`src/rtl/hip_pkg.sv`:
```
package hip_pkg;
  typedef enum logic [1:0] {
    SEL_RXDATA = 2'b00,
    SEL_PORTB  = 2'b01,
    SEL_CTRL   = 2'b10,
    SEL_STATUS = 2'b11
  } hip_sel_e;

  typedef enum logic {
    HS_READY = 1'b0,
    HS_HOLD  = 1'b1
  } hip_hs_e;

  localparam int STAT_FLAG_BIT = 0;
  localparam int STAT_ACK_BIT  = 1;
endpackage

```
`src/rtl/hip_sync.sv`:
```
module hip_sync #(
  parameter int WIDTH  = 1,
  parameter int STAGES = 2
) (
  input  logic             clk,
  input  logic             rst,
  input  logic [WIDTH-1:0] d,
  output logic [WIDTH-1:0] q
);
  logic [WIDTH-1:0] chain [STAGES];

  for (genvar s = 0; s < STAGES; s++) begin : g_stage
    if (s == 0) begin : g_first
      always_ff @(posedge clk) begin
        if (rst) chain[s] <= '0;
        else     chain[s] <= d;
      end
    end else begin : g_next
      always_ff @(posedge clk) begin
        if (rst) chain[s] <= '0;
        else     chain[s] <= chain[s-1];
      end
    end
  end

  assign q = chain[STAGES-1];
endmodule

```
`src/rtl/hip_hs_fsm.sv`:
```
module hip_hs_fsm
  import hip_pkg::*;
(
  input  logic clk,
  input  logic rst,
  input  logic valid_s,
  input  logic flag,
  output logic ack,
  output logic take
);
  hip_hs_e state_q;

  // capture only when ready and the previous byte has been consumed
  assign take = (state_q == HS_READY) && valid_s && !flag;
  assign ack  = (state_q == HS_HOLD);

  always_ff @(posedge clk) begin
    if (rst) begin
      state_q <= HS_READY;
    end else begin
      case (state_q)
        HS_READY: if (take)     state_q <= HS_HOLD;
        HS_HOLD:  if (!valid_s) state_q <= HS_READY;
        default:                state_q <= HS_READY;
      endcase
    end
  end

  // accepted only rises after synchronized valid was seen high
  p_ack_after_valid_r4: assert property (@(posedge clk) disable iff (rst)
    $rose(ack) |-> $past(valid_s));
  // accepted never rises while an unread byte is held
  p_no_overrun_r9: assert property (@(posedge clk) disable iff (rst)
    $rose(ack) |-> !$past(flag));
  // accepted holds while valid holds, and releases after valid falls
  p_ack_hold_r6: assert property (@(posedge clk) disable iff (rst)
    (ack && valid_s) |=> ack);
  p_ack_release_r6: assert property (@(posedge clk) disable iff (rst)
    (ack && !valid_s) |=> !ack);
endmodule

```
`src/rtl/hip_regs.sv`:
```
module hip_regs
  import hip_pkg::*;
#(
  parameter int DATA_W = 8
) (
  input  logic              clk,
  input  logic              rst,
  input  logic              cs,
  input  logic [1:0]        rs,
  input  logic              rd,
  input  logic              wr,
  input  logic [DATA_W-1:0] din,
  input  logic [DATA_W-1:0] dev_data,
  input  logic              take,
  input  logic              ack,
  output logic [DATA_W-1:0] dout,
  output logic              doe,
  output logic              flag
);
  localparam int PAD_W = DATA_W - 2;

  logic [DATA_W-1:0] rx_q, portb_q, ctrl_q, dout_q, rd_mux, status_w;
  logic              flag_q, doe_q, acc_rd, acc_wr;

  assign acc_rd   = cs && rd;
  assign acc_wr   = cs && wr;
  assign status_w = {{PAD_W{1'b0}}, ack, flag_q};

  always_comb begin
    case (rs)
      SEL_RXDATA: rd_mux = rx_q;
      SEL_PORTB:  rd_mux = portb_q;
      SEL_CTRL:   rd_mux = ctrl_q;
      default:    rd_mux = status_w;
    endcase
  end

  always_ff @(posedge clk) begin
    if (rst) begin
      rx_q    <= '0;
      portb_q <= '0;
      ctrl_q  <= '0;
      flag_q  <= 1'b0;
      dout_q  <= '0;
      doe_q   <= 1'b0;
    end else begin
      if (take) begin
        rx_q   <= dev_data;
        flag_q <= 1'b1;
      end else if (acc_rd && rs == SEL_RXDATA) begin
        flag_q <= 1'b0;
      end
      if (acc_wr && rs == SEL_PORTB) portb_q <= din;
      if (acc_wr && rs == SEL_CTRL)  ctrl_q  <= din;
      doe_q  <= acc_rd;
      dout_q <= acc_rd ? rd_mux : '0;
    end
  end

  assign dout = dout_q;
  assign doe  = doe_q;
  assign flag = flag_q;

  // bus released after a deselected cycle
  p_hiz_deselect_r1: assert property (@(posedge clk) disable iff (rst)
    !cs |=> (!doe && dout == '0));
  // a capture raises the ready flag
  p_flag_on_take_r5: assert property (@(posedge clk) disable iff (rst)
    take |=> flag);
  // a data read clears the flag
  p_flag_clear_r8: assert property (@(posedge clk) disable iff (rst)
    (acc_rd && rs == SEL_RXDATA && !take) |=> !flag);
  // port B takes the written value
  p_portb_write_r3: assert property (@(posedge clk) disable iff (rst)
    (acc_wr && rs == SEL_PORTB) |=> portb_q == $past(din));
endmodule

```
`src/rtl/hsk_input_port.sv`:
```
module hsk_input_port
  import hip_pkg::*;
#(
  parameter int DATA_W      = 8,
  parameter int SYNC_STAGES = 2
) (
  input  logic              clk,
  input  logic              rst,
  input  logic [DATA_W-1:0] dev_data,
  input  logic              dev_valid,
  output logic              dev_ack,
  input  logic              cpu_cs,
  input  logic [1:0]        cpu_rs,
  input  logic              cpu_rd,
  input  logic              cpu_wr,
  input  logic [DATA_W-1:0] cpu_din,
  output logic [DATA_W-1:0] cpu_dout,
  output logic              cpu_doe
);
  logic valid_s, take, flag, ack;

  hip_sync #(.WIDTH(1), .STAGES(SYNC_STAGES)) u_sync (
    .clk(clk), .rst(rst), .d(dev_valid), .q(valid_s)
  );

  hip_hs_fsm u_fsm (
    .clk(clk), .rst(rst), .valid_s(valid_s), .flag(flag),
    .ack(ack), .take(take)
  );

  hip_regs #(.DATA_W(DATA_W)) u_regs (
    .clk(clk), .rst(rst), .cs(cpu_cs), .rs(cpu_rs), .rd(cpu_rd),
    .wr(cpu_wr), .din(cpu_din), .dev_data(dev_data), .take(take),
    .ack(ack), .dout(cpu_dout), .doe(cpu_doe), .flag(flag)
  );

  assign dev_ack = ack;
endmodule

```
`config.mk`:
```
export PLATFORM = sky130hd
export DESIGN_NAME = hsk_input_port
export DESIGN_NICKNAME = d
export VERILOG_FILES = /design/src/rtl/hip_pkg.sv /design/src/rtl/hip_sync.sv /design/src/rtl/hip_hs_fsm.sv /design/src/rtl/hip_regs.sv /design/src/rtl/hsk_input_port.sv
export SDC_FILE = /design/constraint.sdc
export NUM_CORES = 1
export LEC_CHECK = 0
export BUFFER_PORTS_ARGS = -buffer_cell sky130_fd_sc_hd__buf_2
export CAP_MARGIN = 20
export CORE_MARGIN = 2
export CORE_UTILIZATION = 50
export CTS_BUF_LIST = sky130_fd_sc_hd__clkbuf_4
export DETAILED_ROUTE_END_ITERATION = 8
export GPL_TIMING_DRIVEN = 0
export PLACE_DENSITY_LB_ADDON = 0.05
export SLEW_MARGIN = 20
export SYNTH_ARGS = -nofsm -noshare
export SYNTH_HDL_FRONTEND = slang
export SYNTH_SLANG_ARGS = --single-unit
```
`constraint.sdc`:
```
create_clock -name clk -period 2.4 [get_ports clk]
set_input_delay 0.24 -clock clk [delete_from_list [all_inputs] [get_ports clk]]
set_output_delay 0.24 -clock clk [all_outputs]
set_load 0.01 [all_outputs]
```
==> metrics.csv <==
stage,metric,value,unit
status,status,"finished, final reports clean",
floorplan,Die H,61.8,um
place,I/O Buffers,30,
routing,drt drc,0,
floorplan,Die Width,61.8,um
finish,share of post-route cells with drive strength above 1,0.295,
worst_setup_path,Critical Path Source Type,flip-flop,
floorplan,num rows,20,
clock_network,H-tree level count,2,
timing,max_slew headroom,0.746,
synthesis,post-synthesis sequential area ratio,0.444,
timing,Final period util,0.477,
worst_setup_path,critical path class,reg2reg,
clock_network,worst skew pair latency,0.34,ns
synthesis,Synth Cell Area,0.00167,mm2
grt,antenna violations before repair,0,
worst_setup_path,Setup crit end kind,flip-flop,
grt,aggregate global-route resource usage,0.198,
routing,post-DR wirelength/cell,13.8,um
finish,nets,206,
clock_network,post-CTS sizing,0,
place,GP Congestion,0.705,
routing,DRT Wirelength,3130,um
timing,"Setup violations, final",0,
grt,first-pass GRT wire length,5230,um
routing,DR vias,1136,
power_and_ir_drop,Final Power,1.07,mW
min_path,Worst Hold Class,in2reg,
synthesis,YS warnings,0,
place,pre-CTS setup slack,1.20,ns
synthesis,cell count after synthesis,145,
routing,DRT iter0 DRCs,86,
finish,n_diodes,0,
timing,"Slew Viols, Final",0,
timing,final hold violation count,0,
timing,min cycle time layout,1.14,ns
grt,GRT Residual Overflow,0,
worst_setup_path,CP arrival,1.42,ns
finish,Finished Cell Area,0.00193,mm2
routing,first-pass iteration count of the detailed router,4,
routing,Vias per Instance,5.00,
clock_network,clk slew on worst S/H paths,0.10,ns
grt,largest net degree at the start of global routing,12,
timing,RSZ-0062 raised after global routing,no,
clock_network,cts hold-fix bufs,0,
finish,most frequent cells in the layout,"nand2b_1 (42), dfxtp_1 (37), buf_2 (32), mux2i_1 (30)",
run,maxcap violations,0,
timing,Setup Skew,0.00423,ns
finish,"commonest non-fill, non-tap cell in the layout",nand2b_1,
synthesis,post-synthesis average cell area,11.5,um2
place,DP Area,0.00187,mm2
clock_network,number of post-CTS setup repair buffers,0,
clock_network,Clock Tree Root,clkbuf_4,
clock_network,CTS tree,yes,
grt,vias in the first global route,1140,
worst_setup_path,Max Fanout on Critical Path,9,
synthesis,number of synthesized register bits,37,
timing,max frequency,874,MHz
floorplan,IO Count,34,
finish,P&R area growth vs syn,15.6,%
clock_network,total CTS buffers,5,
synthesis,syn_nets,169,
power_and_ir_drop,Leak Pwr,0.841,nW
synthesis,Yosys cell types,22,
worst_setup_path,Critical Path RT,2.67,ns
clock_network,Max Root-Sink Buffers,2,
routing,remaining antenna violation count after routing,0,
power_and_ir_drop,power density cells,556,mW/mm2
timing,worst setup margin,1.26,ns
timing,setup TNS,0,ns
floorplan,Starting Density,0.538,
finish,final core utilization,0.622,
floorplan,DIE AREA,0.00382,mm2
clock_network,clock sinks,37,
floorplan,core area,0.00310,mm2
timing,worst-margin pin slew,0.382,ns
power_and_ir_drop,"IR drop worst, VDD",0.000339,V
place,post-DP HPWL,2340,um
==> worst max-delay path: stages, from the launching register on <==
cell	delay, ns
dfxtp_1	0.36
nor3b_1	0.19
buf_2	0.31
mux2i_1	0.22
==> cell usage after synthesis, drive strengths merged <==
cell type | number | area [um2]
nand2 | 1 | 3.75
mux4 | 2 | 45.0
nand4b | 2 | 47.6
buf | 8 | 73.8
o2bb2ai | 1 | 15.0
clkbuf | 3 | 11.3
dfxtp | 37 | 741
mux2i | 30 | 300
and4bb | 1 | 12.5
nand2b | 43 | 277
nor3b | 3 | 32.5
and3 | 1 | 6.26
nor2b | 2 | 12.5
inv | 1 | 3.75
o32ai | 6 | 52.6
nand4bb | 1 | 11.3
nor2 | 1 | 3.75
and4b | 2 | 20.0
==> kinds of logic after synthesis <==
family	synth area share
muxes	0.207
and+or+nand+nor	0.256
AOI/OAI and AO/OA	0.0405
buffers and inverters	0.0532
DFF	0.444
==> final cells by class <==
cell class                 instances  area (um2)
fill                             297        1170
multi-input combinational         96         840
sequential                        37         741
timing repair buffer              30         150
tap                               44        55.1
inverter                           1        3.75
buffer                            11        85.1
clock buffer                       6        45.0
clock inverter                     2        10.0
==> sequential cells by signal (all words and copies together) (netlist names) <==
signal	cells
u_regs.rx_q	8
u_fsm.ack	1
u_regs.flag	1
u_regs.ctrl_q	8
u_regs.dout	8
u_regs.doe	1
u_regs.portb_q	8
u_sync.chain	2
==> per-stage QoR <==
step           hold slack [ns]  instances
2_1_floorplan            0.368        145
3_3_place_gp             0.428        219
3_5_place_dp             0.426        219
4_1_cts                  0.103        227
5_1_grt                  0.104        227
6_report                 0.106        227
==> path summary, 6_finish.rpt <==
kind / from / end / slack [ns] / cells past startpoint
setup / recovery: u_regs.flag / u_regs.rx_q[5] / 1.26 / 3
hold / removal: dev_valid / u_sync.chain[0] / 0.11 / 2
setup reg to reg: u_regs.flag / u_regs.rx_q[5] / 1.26 / 3
hold reg to reg: u_sync.chain[0] / u_sync.chain[1] / 0.45 / 1
==> metal layers <==
metal,track usage,vias up,wire (um)
li1,-,575,-
met1,0.259,521,1520
met2,0.304,32,1380
met3,0.0497,8,167
met4,0.100,0,60
met5,0,-,0
==> power breakdown <==
| group | internal, mW | leakage, nW | switching, mW |
|---|---|---|---|
| logic | 0.0611 | 0.505 | 0.0541 |
| clock network | 0.123 | 0.0354 | 0.198 |
| registers | 0.628 | 0.300 | 0.00751 |
| total | 0.812 | 0.841 | 0.260 |
(Power assumes the default switching activity.)
